==> config.mk <==
export PLATFORM = sky130hd
export DESIGN_NAME = swbox_mux_router
export DESIGN_NICKNAME = d
export VERILOG_FILES = /design/src/rtl/swbox_pkg.sv /design/src/rtl/swbox_rst_sync.sv /design/src/rtl/swbox_cfg_chain.sv /design/src/rtl/swbox_out_sel.sv /design/src/rtl/swbox_cell_sel.sv /design/src/rtl/swbox_mux_router.sv
export SDC_FILE = /design/constraint.sdc
export NUM_CORES = 1
export LEC_CHECK = 0
export BUFFER_PORTS_ARGS = -buffer_cell sky130_fd_sc_hd__buf_4
export CAP_MARGIN = 20
export CELL_PAD_IN_SITES_DETAIL_PLACEMENT = 1
export CELL_PAD_IN_SITES_GLOBAL_PLACEMENT = 1
export CORE_ASPECT_RATIO = 0.5
export CORE_MARGIN = 2
export CORE_UTILIZATION = 50
export DETAILED_ROUTE_END_ITERATION = 12
export PLACE_DENSITY_LB_ADDON = 0.1
export SKIP_CTS_REPAIR_TIMING = 1
export SYNTH_ARGS = -nofsm -noshare
export SYNTH_HDL_FRONTEND = slang
export SYNTH_HIERARCHICAL = 1
export SYNTH_SLANG_ARGS = --single-unit
==> constraint.sdc <==
create_clock -name clk -period 5.7 [get_ports clk]
set_input_delay 0.285 -clock clk [delete_from_list [all_inputs] [get_ports clk]]
set_output_delay 0.285 -clock clk [all_outputs]
set_load 0.05 [all_outputs]
==> src/rtl/swbox_pkg.sv <==
package swbox_pkg;
  // number of sides of a switch box; the code table assumes four
  localparam int SIDES = 4;

  // flat wire index for (side, class, channel)
  function automatic int wire_idx(input int side, input int cls, input int ch,
                                  input int chans);
    return side * 2 * chans + cls * chans + ch;
  endfunction
endpackage

==> src/rtl/swbox_rst_sync.sv <==
module swbox_rst_sync (
  input  logic clk,
  input  logic rst_n,
  output logic rst_sync_n
);
  logic [1:0] sync_q;
  logic [1:0] sync_d;

  always_comb begin
    sync_d = {sync_q[0], 1'b1};
  end

  always_ff @(posedge clk or negedge rst_n) begin
    if (!rst_n) sync_q <= 2'b00;
    else        sync_q <= sync_d;
  end

  assign rst_sync_n = sync_q[1];
endmodule

==> src/rtl/swbox_cfg_chain.sv <==
module swbox_cfg_chain #(
  parameter int LEN = 158
) (
  input  logic           clk,
  input  logic           rst_n,
  input  logic           shift_i,
  input  logic           sdi_i,
  output logic [LEN-1:0] bits_o,
  output logic           sdo_o
);
  logic [LEN-1:0] chain_q;
  logic [LEN-1:0] chain_d;

  always_comb begin
    chain_d = {chain_q[LEN-2:0], sdi_i};
  end

  always_ff @(posedge clk or negedge rst_n) begin
    if (!rst_n)       chain_q <= '0;
    else if (shift_i) chain_q <= chain_d;
  end

  assign bits_o = chain_q;
  assign sdo_o  = chain_q[LEN-1];
endmodule

==> src/rtl/swbox_out_sel.sv <==
module swbox_out_sel
  import swbox_pkg::*;
#(
  parameter int CHANS     = 4,
  parameter int CELL_OUTS = 4,
  parameter int SEL_W     = 4,
  parameter int SIDE      = 0,
  parameter int CLS       = 0,
  parameter int CH        = 0,
  localparam int WIRES    = SIDES * 2 * CHANS,
  localparam int NCAND    = 2 * (SIDES - 1) + CELL_OUTS
) (
  input  logic [WIRES-1:0]     rt_in_i,
  input  logic [CELL_OUTS-1:0] lc_res_i,
  input  logic [SEL_W-1:0]     sel_i,
  output logic                 y_o
);
  logic [NCAND-1:0] cand;

  for (genvar k = 0; k < SIDES - 1; k++) begin : g_side
    localparam int SRC_SIDE = (SIDE + k + 1) % SIDES;
    localparam int SAME_IDX = wire_idx(SRC_SIDE, CLS, CH, CHANS);
    localparam int PAIR_IDX = wire_idx(SRC_SIDE, 1 - CLS, CH, CHANS);
    assign cand[k]             = rt_in_i[SAME_IDX];
    assign cand[SIDES - 1 + k] = rt_in_i[PAIR_IDX];
  end

  for (genvar k = 0; k < CELL_OUTS; k++) begin : g_cell
    assign cand[2 * (SIDES - 1) + k] = lc_res_i[k];
  end

  always_comb begin
    y_o = 1'b0;
    for (int i = 0; i < NCAND; i++) begin
      if (sel_i == SEL_W'(i)) y_o = cand[i];
    end
  end
endmodule

==> src/rtl/swbox_cell_sel.sv <==
module swbox_cell_sel #(
  parameter int WIRES = 32,
  parameter int SEL_W = 5
) (
  input  logic [WIRES-1:0] rt_in_i,
  input  logic [SEL_W-1:0] sel_i,
  output logic             y_o
);
  always_comb begin
    y_o = 1'b0;
    for (int i = 0; i < WIRES; i++) begin
      if (sel_i == SEL_W'(i)) y_o = rt_in_i[i];
    end
  end
endmodule

==> src/rtl/swbox_mux_router.sv <==
module swbox_mux_router
  import swbox_pkg::*;
#(
  parameter int CHANS     = 4,
  parameter int CELL_OUTS = 4,
  parameter int CELL_INS  = 6,
  localparam int WIRES    = SIDES * 2 * CHANS,
  localparam int NCAND    = 2 * (SIDES - 1) + CELL_OUTS,
  localparam int OSEL_W   = $clog2(NCAND + 1),
  localparam int ISEL_W   = $clog2(WIRES),
  localparam int OUT_BITS = WIRES * OSEL_W,
  localparam int CFG_LEN  = OUT_BITS + CELL_INS * ISEL_W
) (
  input  logic                 clk,
  input  logic                 rst_n,
  input  logic                 cfg_shift_i,
  input  logic                 cfg_sdi_i,
  output logic                 cfg_sdo_o,
  input  logic [WIRES-1:0]     rt_in_i,
  output logic [WIRES-1:0]     rt_out_o,
  input  logic [CELL_OUTS-1:0] lc_res_i,
  output logic [CELL_INS-1:0]  lc_arg_o
);
  logic               rst_q_n;
  logic [CFG_LEN-1:0] cfg_q;
  logic [WIRES-1:0]   route_raw;

  swbox_rst_sync u_rst (
    .clk        (clk),
    .rst_n      (rst_n),
    .rst_sync_n (rst_q_n)
  );

  swbox_cfg_chain #(.LEN(CFG_LEN)) u_chain (
    .clk     (clk),
    .rst_n   (rst_q_n),
    .shift_i (cfg_shift_i),
    .sdi_i   (cfg_sdi_i),
    .bits_o  (cfg_q),
    .sdo_o   (cfg_sdo_o)
  );

  for (genvar w = 0; w < WIRES; w++) begin : g_out
    localparam int W_SIDE = w / (2 * CHANS);
    localparam int W_CLS  = (w / CHANS) % 2;
    localparam int W_CH   = w % CHANS;
    swbox_out_sel #(
      .CHANS     (CHANS),
      .CELL_OUTS (CELL_OUTS),
      .SEL_W     (OSEL_W),
      .SIDE      (W_SIDE),
      .CLS       (W_CLS),
      .CH        (W_CH)
    ) u_osel (
      .rt_in_i  (rt_in_i),
      .lc_res_i (lc_res_i),
      .sel_i    (cfg_q[w*OSEL_W +: OSEL_W]),
      .y_o      (route_raw[w])
    );
  end

  // outgoing wires are quiet while the chain is shifting
  assign rt_out_o = route_raw & {WIRES{~cfg_shift_i}};

  for (genvar k = 0; k < CELL_INS; k++) begin : g_arg
    swbox_cell_sel #(.WIRES(WIRES), .SEL_W(ISEL_W)) u_isel (
      .rt_in_i (rt_in_i),
      .sel_i   (cfg_q[OUT_BITS + k*ISEL_W +: ISEL_W]),
      .y_o     (lc_arg_o[k])
    );
  end
endmodule

==> flow_metrics.env, run 1 <==
export IMPL_status="finished, final reports clean"
export IMPL_synthArstFlopShare_pct=100
export IMPL_power_switching_uw=1160
export IMPL_fmax_mhz=300
export IMPL_slew_headroom_pct=37.6
export IMPL_startpoint_type="flop"
export IMPL_hold_viol_final=0
export IMPL_cp_max_fo=28
export IMPL_grt_max_degree=85
export IMPL_ys_types=46
export IMPL_final_common_cell="mux2i_1"
export IMPL_fin_skew_ps=15.6
export IMPL_hold_ws_ps=63.1
export IMPL_tns_ps=0
export IMPL_pwr_density_cell_nw_per_um2=238
export IMPL_drive_gt1_share_pct=26.7
export IMPL_area_delta_synth_final_pct=8.21
export IMPL_max_vdd_ir_drop_mv=0.233
export IMPL_p_clk_share_pct=33.5
export IMPL_placed_area_um2=13500
export IMPL_route_vias_total=10800
export IMPL_end_kind="output port"
export IMPL_layout_common_cells="190 x mux2i_1, 159 x dfrtp_1, 101 x mux2_4"
export IMPL_synth_top_family_by_area="multiplexers"
export IMPL_synthMuxAreaShare_pct=33.2
export IMPL_synth_simple_area_share_pct=17.8
export IMPL_synthFlopType="dfrtp_1"
export IMPL_synth_compound_area_share_pct=13.5
export IMPL_die_w_um=232
export IMPL_io_buffers=78
export IMPL_syn_inst=1201
export IMPL_first_pass_iters=4
export IMPL_required_ps=5410
export IMPL_rrSetupSlack_ps=3970
export IMPL_seq_area_um2=4010
export IMPL_grt_pass1_vias=11100
export IMPL_cts_root_buf="clkbuf_16"
export IMPL_core_um2=25400
export IMPL_fin_cells=1597
export IMPL_synth_xor_area_share_pct=0
export IMPL_synthAdderAreaFrac_pct=0
export IMPL_start_util_pct=51.3
export IMPL_maxCapViolCount=0
export IMPL_grt_ovfl_total=0
export IMPL_clock_sinks=160
export IMPL_final_cell_area_um2=14100
export IMPL_synth_area_per_cell_um2=10.9
export IMPL_finalPower_uw=3360
export IMPL_clock_path_buffers=2
export IMPL_r2r_end="u_chain/bits_o[100]$_DFFE_PN0P_"
export IMPL_cts_tree="yes"
export IMPL_ys_seq_area_share_pct=30.7
export IMPL_synth_top_area_share_pct=30.7
export IMPL_routedWlPerCell_um=27.4
export IMPL_p_int_uw=2200
export IMPL_worstMarginPinSlew_ps=935
export IMPL_hold_class="in -> reg"
export IMPL_yosys_area_top_type="dfrtp_1"
export IMPL_setup_viol=0
export IMPL_synth_area_um2=13000
export IMPL_p_comb_share_pct=24.7
export IMPL_cts_buffers=17
export IMPL_drt_total_wl_mm=43.8
export IMPL_avgViaCountPerCell=6.77
export IMPL_place_congestion=0.861
export IMPL_antenna_found_initial=0
export IMPL_die_h_um=118
export IMPL_synth_edf_count=0
export IMPL_antenna_cells=0
export IMPL_fin_nets=1280
export IMPL_p_seq_share_pct=41.7
export IMPL_yosys_warnings=6
export IMPL_drv_slew=0
export IMPL_crit_reg2reg_launch="u_rst/sync_q[1]$_DFF_PN0_"
export IMPL_worst_r2r_cell_count=1
export IMPL_grt_pass1_wl_mm=67.4
export IMPL_clkLatencyLatePin_ps=460
export IMPL_htreeDepth=4
export IMPL_die_area_um2=27500
export IMPL_ys_ff_latch=160
export IMPL_swShare_pct=34.6
export IMPL_groute_usage_overall_pct=32.2
export IMPL_post_dp_hpwl_mm=25.8
export IMPL_numPlacedInstances=1564
export IMPL_hold_path_end="u_chain/bits_o[0]$_DFFE_PN0P_"
export IMPL_crit_type="reg -> out"
export IMPL_rsz0062_at_grt="no"
export IMPL_fin_crit_sh_pct=58.4
export IMPL_hold_path_startpoint="cfg_sdi_i"
export IMPL_synth_area_top_cells="dfrtp_1 31%, mux2i_1 15%, mux2_4 12%"
export IMPL_syn_num_nets=1241
export IMPL_period_minus_slack_ps=3330
export IMPL_pin_count=79
export IMPL_min_path_cells=2
export IMPL_first_iter_violations=687
export IMPL_clk_pin_slew_worst_paths_ps=80
export IMPL_cp_arrival_ps=3050
export IMPL_multiInputGateArea_um2=8410
export IMPL_drc=0
export IMPL_fillCellCount=2737
export IMPL_rows=41
export IMPL_drtAntennaViolNets=0
export IMPL_p_leak_uw=0.00552
power groups by stage:
stage	Sequential (uW)	Combinational (uW)	Clock (uW)
final	1400	829	1130
after global routing	1420	871	1180
after CTS	1400	824	1140
after global placement	1400	794	0
after detailed placement	1410	818	0
after floorplan	1370	558	0
how the worst max path moves through the flow:
stage | slack, ps | start | depth (start not counted) | to
floorplan | 910 | u_rst/sync_q[1]$_DFF_PN0_ | 0 | u_chain/bits_o[0]$_DFFE_PN0P_
global placement | 3050 | u_chain/bits_o[133]$_DFFE_PN0P_ | 6 | lc_arg_o[1]
detailed placement | 2930 | u_chain/bits_o[133]$_DFFE_PN0P_ | 6 | lc_arg_o[1]
CTS | 2440 | u_chain/bits_o[133]$_DFFE_PN0P_ | 6 | lc_arg_o[1]
global route | 2260 | u_chain/bits_o[133]$_DFFE_PN0P_ | 6 | lc_arg_o[1]
finish | 2370 | u_chain/bits_o[135]$_DFFE_PN0P_ | 6 | lc_arg_o[1]
stage by stage:
stage | setup slack, ps | utilization (%)
finish | 2370 | 55.5
global route | 2260 | 55.5
CTS | 2440 | 55.5
detailed placement | 2930 | 53.3
global placement | 3050 | 53.3
floorplan | 912 | -
worst max-delay path: stages, from the launching register on:
cell and delay [ps]:
dfrtp_1 880, o21ai_0 270, a221oi_2 330, a2111oi_0 110, o41a_1 350, o211ai_1 360, buf_4 280
per-layer routing:
layer	part of all wire [%]	GRT usage (%)	routed length [um]	vias up
li1	-	-	-	4752
met5	0	0	0	-
met1	45	44.1	19800	5634
met4	2.8	11.3	1240	0
met2	46	50.7	20100	333
met3	5.9	6.47	2600	87
kinds of logic after synthesis:
family,Yosys count
buffers and inverters,82
flip-flops,160
AND/OR/NAND/NOR,384
other,1
multiplexers,366
AO/OA/AOI/OAI,208
synth_stat cells, types with 10 or more instances:
cell	instances
a2111oi_0	12
a21oi_1	24
and3_1	12
buf_2	21
buf_4	10
buf_6	20
dfrtp_1	160
inv_1	18
mux2_2	69
mux2_4	101
mux2i_1	190
nand2_1	54
nand2b_1	50
nor2_1	18
nor2b_1	32
nor3_1	56
nor3b_1	76
nor4_1	18
o21ai_0	18
o221ai_1	32
o32ai_1	12
o41a_1	38
or2_2	32
state kept, by name, indices dropped and copies added (netlist names):
signal	count
u_rst/sync_q	2
u_chain/bits_o	158
layout make-up:
class,instances,share of cell area [%]
Multi-Input combinational cell,959,59.6
Sequential cell,160,28.4
Timing Repair Buffer,84,4.54
Clock buffer,22,3.36
Tap cell,344,3.05
Clock inverter,10,0.541
Inverter,18,0.479
Power figures use the tool's default switching activity.
==> run 2: changes to the inputs <==
==> constraint.sdc (replaced) <==
create_clock -name clk -period 3.2 [get_ports clk]
set_input_delay 0.16 -clock clk [delete_from_list [all_inputs] [get_ports clk]]
set_output_delay 0.16 -clock clk [all_outputs]
set_load 0.05 [all_outputs]
==> run 2 against run 1 <==
Net effect:
- first-iteration DRC count is 25% higher
- combinational power is 80% higher
- clock power is 93% higher
- clock-buffer cell count stayed put
- wire length is 0.84% lower
- utilization is 0.73 points higher
- final area is 1.3% higher
- die area stayed put
- highest routed layer unchanged
==> flow_metrics.env, run 2 (synthesis gave the netlist of run 1 again) <==
export IMPL_r2r_end="u_chain/bits_o[5]$_DFFE_PN0P_"
export IMPL_cp_max_fo=28
export IMPL_end_kind="output port"
export IMPL_clkLatencyLatePin_ps=460
export IMPL_drv_slew=0
export IMPL_cts_tree="yes"
export IMPL_crit_reg2reg_launch="u_rst/sync_q[1]$_DFF_PN0_"
export IMPL_antenna_found_initial=0
export IMPL_status="finished, final reports clean"
export IMPL_worstMarginPinSlew_ps=796
export IMPL_drc=0
export IMPL_die_w_um=232
export IMPL_fin_skew_ps=12.2
export IMPL_drt_total_wl_mm=43.4
export IMPL_pwr_density_cell_nw_per_um2=431
export IMPL_grt_max_degree=76
export IMPL_drive_gt1_share_pct=27.3
export IMPL_routedWlPerCell_um=27.0
export IMPL_power_switching_uw=2050
export IMPL_grt_pass1_vias=11100
export IMPL_fin_nets=1290
export IMPL_place_congestion=0.866
export IMPL_layout_common_cells="190 x mux2i_1, 158 x dfrtp_1, 101 x mux2_4"
export IMPL_groute_usage_overall_pct=31.9
export IMPL_rrSetupSlack_ps=1880
export IMPL_io_buffers=78
export IMPL_period_minus_slack_ps=2950
export IMPL_setup_viol=0
export IMPL_startpoint_type="flop"
export IMPL_clk_pin_slew_worst_paths_ps=70
export IMPL_swShare_pct=33.4
export IMPL_clock_path_buffers=2
export IMPL_p_clk_share_pct=35.4
export IMPL_p_seq_share_pct=40.4
export IMPL_rows=41
export IMPL_htreeDepth=4
export IMPL_fmax_mhz=339
export IMPL_hold_class="in -> async"
export IMPL_maxCapViolCount=0
export IMPL_tns_ps=0
export IMPL_p_int_uw=4100
export IMPL_rsz0062_at_grt="no"
export IMPL_core_um2=25400
export IMPL_largest_reg_flops=158
export IMPL_grt_ovfl_total=0
export IMPL_first_iter_violations=858
export IMPL_cp_arrival_ps=2790
export IMPL_slew_headroom_pct=46.9
export IMPL_max_vdd_ir_drop_mv=0.470
export IMPL_first_pass_iters=5
export IMPL_cts_root_buf="clkbuf_16"
export IMPL_post_dp_hpwl_mm=26.2
export IMPL_hold_viol_final=0
export IMPL_p_comb_share_pct=24.2
export IMPL_final_common_cell="mux2i_1"
export IMPL_drtAntennaViolNets=0
export IMPL_start_util_pct=51.3
export IMPL_route_vias_total=10800
export IMPL_hold_ws_ps=14.6
export IMPL_required_ps=3040
export IMPL_area_delta_synth_final_pct=9.63
export IMPL_pin_count=79
export IMPL_clock_sinks=160
export IMPL_die_area_um2=27500
export IMPL_crit_type="reg -> out"
export IMPL_worst_r2r_cell_count=2
export IMPL_grt_pass1_wl_mm=66.9
export IMPL_avgViaCountPerCell=6.74
export IMPL_p_leak_uw=0.00563
export IMPL_die_h_um=118
export IMPL_antenna_cells=0
export IMPL_fin_crit_sh_pct=92.1
export IMPL_cts_buffers=17
-- run 2: power groups by stage --
stage                     logic, uW  clock network (uW)  registers, uW
final                          1490                2180           2490
after global routing           1560                2300           2520
after CTS                      1480                2210           2480
after detailed placement       1460                   0           2520
after global placement         1410                   0           2490
after floorplan                 993                   0           2450
-- run 2: worst max-delay path, stage by stage (launching register included) --
cell and delay (ps):
dfrtp_1 850, o21ai_0 250, a221oi_2 330, a2111oi_0 120, o41a_1 350, o211ai_1 190, buf_4 230
-- run 2: per-layer routing --
layer | vias up | routed length [um] | share of wire (%) | track usage, %
met4 | 0 | 1550 | 3.6 | 13.2
met5 | - | 0 | 0 | 0
met1 | 5598 | 20000 | 46 | 44.1
li1 | 4772 | - | - | -
met2 | 351 | 19300 | 45 | 48.4
met3 | 103 | 2520 | 5.8 | 6.78
-- run 2: area by class of cell --
cell class,instances,area (um^2)
clock buffers,22,484
repair buffers,94,768
multi-input cells,959,8410
fillers,2722,11100
inverters,18,67.6
flip-flops and latches,160,4010
well taps,344,430
clock inverters,10,123
-- run 2: how the worst max path moves through the flow --
stage | start | to | slack (ps)
floorplan | u_rst/sync_q[1]$_DFF_PN0_ | u_chain/bits_o[0]$_DFFE_PN0P_ | 550
global placement | u_chain/bits_o[135]$_DFFE_PN0P_ | lc_arg_o[1] | 740
detailed placement | u_chain/bits_o[135]$_DFFE_PN0P_ | lc_arg_o[1] | 660
CTS | u_chain/bits_o[135]$_DFFE_PN0P_ | lc_arg_o[1] | 140
global route | u_chain/bits_o[134]$_DFFE_PN0P_ | lc_arg_o[1] | 100
finish | u_chain/bits_o[155]$_DFFE_PN0P_ | lc_arg_o[5] | 250
-- run 2: per-stage QoR --
step                worst slack, ps  cell area (um^2)  power [uW]  utilization [%]  instances
floorplan                       551             13000        3440                -       1201
global placement                735             13700        3900             53.8       1573
detailed placement              655             13700        3970             53.8       1573
CTS                             136             14300        6160             56.2       1605
global route                    104             14300        6380             56.3       1607
finish                          251             14300        6150             56.3       1607
==> run 3: changes to the inputs <==
--- a/config.mk
+++ b/config.mk
@@ -14,6 +14,7 @@
 export CORE_UTILIZATION = 50
 export DETAILED_ROUTE_END_ITERATION = 12
 export PLACE_DENSITY_LB_ADDON = 0.1
+export REMOVE_ABC_BUFFERS = 1
 export SKIP_CTS_REPAIR_TIMING = 1
 export SYNTH_ARGS = -nofsm -noshare
 export SYNTH_HDL_FRONTEND = slang
==> run 3 against run 2 <==
Net effect:
- flip-flop and latch count is the same
- maximum frequency shrank 1.2%
- clock power is essentially flat
- hold slack improved by 6.0 ps
- final area about the same
- sequential power is essentially flat
- via count up 0.29%
- combinational power about the same
- critical path depth is the same
- clock-buffer cell count decreased by 2
- worst setup slack got worse by 35 ps
- largest power group unchanged
- highest routed layer unchanged
==> flow_metrics.env, run 3 (synthesis gave the netlist of run 1 again) <==
export IMPL_status="finished, final reports clean"
export IMPL_worstMarginPinSlew_ps=785
export IMPL_start_util_pct=51.3
export IMPL_die_area_um2=27500
export IMPL_required_ps=3040
export IMPL_use_met1_pct=43.4
export IMPL_post_dp_hpwl_mm=26.1
export IMPL_drive_gt1_share_pct=27.4
export IMPL_p_clk_share_pct=35.5
export IMPL_setup_viol=0
export IMPL_path_buf_inv=1
export IMPL_p_int_uw=4130
export IMPL_slowest_delay_ps=860
export IMPL_htreeDepth=4
export IMPL_route_vias_total=10900
export IMPL_end_kind="output port"
export IMPL_critPathTopFamily="compound AO/OA/AOI/OAI gates"
export IMPL_cp_arrival_ps=2820
export IMPL_fin_nets=1292
export IMPL_layout_common_cells="190 x mux2i_1, 158 x dfrtp_1, 101 x mux2_4"
export IMPL_crit_type="reg -> out"
export IMPL_slew_headroom_pct=47.7
export IMPL_avgViaCountPerCell=6.75
export IMPL_clk_pin_slew_worst_paths_ps=70
export IMPL_antenna_found_initial=1
export IMPL_use_met2_pct=49.9
export IMPL_swShare_pct=33.3
export IMPL_die_h_um=118
export IMPL_period_minus_slack_ps=2980
export IMPL_first_pass_iters=5
export IMPL_grt_max_degree=71
export IMPL_path_cells="o21ai_0 > a221oi_2 > a2111oi_0 > o41a_1 > o211ai_1 > buf_4"
export IMPL_cp_slowest_cell="dfrtp_1"
export IMPL_rsz0062_at_grt="no"
export IMPL_hold_class="in -> async"
export IMPL_hold_viol_final=0
export IMPL_drt_total_wl_mm=43.8
export IMPL_die_w_um=232
export IMPL_clkLatencyLatePin_ps=460
export IMPL_fin_crit_sh_pct=93.2
export IMPL_max_vdd_ir_drop_mv=0.407
export IMPL_placed_area_um2=13700
export IMPL_groute_usage_overall_pct=32.4
export IMPL_p_seq_share_pct=40.2
export IMPL_fin_skew_ps=7.85
export IMPL_first_iter_violations=857
export IMPL_grt_pass1_vias=11200
export IMPL_p_comb_share_pct=24.2
export IMPL_finalPower_uw=6190
export IMPL_largest_reg_flops=158
export IMPL_busiest_layer="met2"
export IMPL_fin_util_pct=56.3
export IMPL_grt_pass1_wl_mm=67.5
export IMPL_p_leak_uw=0.00563
export IMPL_area_delta_synth_final_pct=9.66
export IMPL_cts_buffers=17
export IMPL_worst_r2r_cell_count=1
export IMPL_power_switching_uw=2060
export IMPL_grt_ovfl_total=0
export IMPL_drtAntennaViolNets=0
export IMPL_routedWlPerCell_um=27.3
export IMPL_fmax_mhz=335
export IMPL_maxCapViolCount=0
export IMPL_cp_depth=6
export IMPL_pin_count=79
export IMPL_fin_ws_ps=216
export IMPL_drc=0
export IMPL_pwr_density_cell_nw_per_um2=433
export IMPL_antenna_cells=0
export IMPL_cts_tree="yes"
export IMPL_drv_slew=0
export IMPL_dp_slack_ps=724
export IMPL_rows=41
export IMPL_place_congestion=0.864
export IMPL_final_common_cell="mux2i_1"
export IMPL_clock_sinks=160
export IMPL_core_um2=25400
export IMPL_cts_root_buf="clkbuf_16"
export IMPL_use_met3_pct=7.17
export IMPL_cp_max_fo=28
export IMPL_startpoint_type="flop"
export IMPL_clock_path_buffers=2
export IMPL_io_buffers=78
export IMPL_final_cell_area_um2=14300
==> run 3: changes by cell type in the layout (fill, tap and decap cells not counted) <==
cell,delta
clkinv_4,-2
buf_12,-1
bufinv_16,+1
clkbuf_8,-2
buf_4,+3
clkinvlp_4,+1
inv_6,+1
==> run 3: power groups by stage <==
stage | combinational (uW) | sequential, uW | clock [uW]
after floorplan | 928 | 2450 | 0
after CTS | 1490 | 2480 | 2220
after global routing | 1570 | 2530 | 2310
after global placement | 1420 | 2490 | 0
final | 1500 | 2490 | 2200
after detailed placement | 1470 | 2520 | 0
==> run 3: area by class of cell <==
class | instances | area [um^2]
Fill cell | 2754 | 11100
Clock inverter | 11 | 151
Clock buffer | 20 | 457
Multi-Input combinational cell | 959 | 8410
Sequential cell | 160 | 4010
Inverter | 18 | 67.6
Tap cell | 344 | 430
Timing Repair Buffer | 96 | 771
==> run 3: routing by layer <==
metal	wire, um	up-vias	share of wire [%]
li1	-	4776	-
met1	19300	5594	44
met2	19900	370	46
met3	2930	115	6.7
met4	1700	0	3.9
met5	0	-	0
==> run 3: metrics by stage <==
step / TNS (ps) / hold slack [ps] / cells
after floorplan: -250950 / -136 / 1137
after global placement: 0 / -58.0 / 1575
after detailed placement: 0 / -55.8 / 1575
after CTS: 0 / -542 / 1606
after global routing: 0 / 28.1 / 1608
final: 0 / 20.5 / 1608
==> run 3: worst paths after layout <==
kind	slack (ps)	endpoint	startpoint
max reg2reg	1900	u_chain/bits_o[81]$_DFFE_PN0P_	u_rst/sync_q[1]$_DFF_PN0_
max in group asynchronous	1900	u_chain/bits_o[81]$_DFFE_PN0P_	u_rst/sync_q[1]$_DFF_PN0_
max	220	lc_arg_o[1]	u_chain/bits_o[135]$_DFFE_PN0P_
min in group clk	290	u_chain/bits_o[150]$_DFFE_PN0P_	cfg_shift_i
min	20	u_rst/sync_q[1]$_DFF_PN0_	rst_n
min reg2reg	330	u_chain/bits_o[136]$_DFFE_PN0P_	u_rst/sync_q[1]$_DFF_PN0_
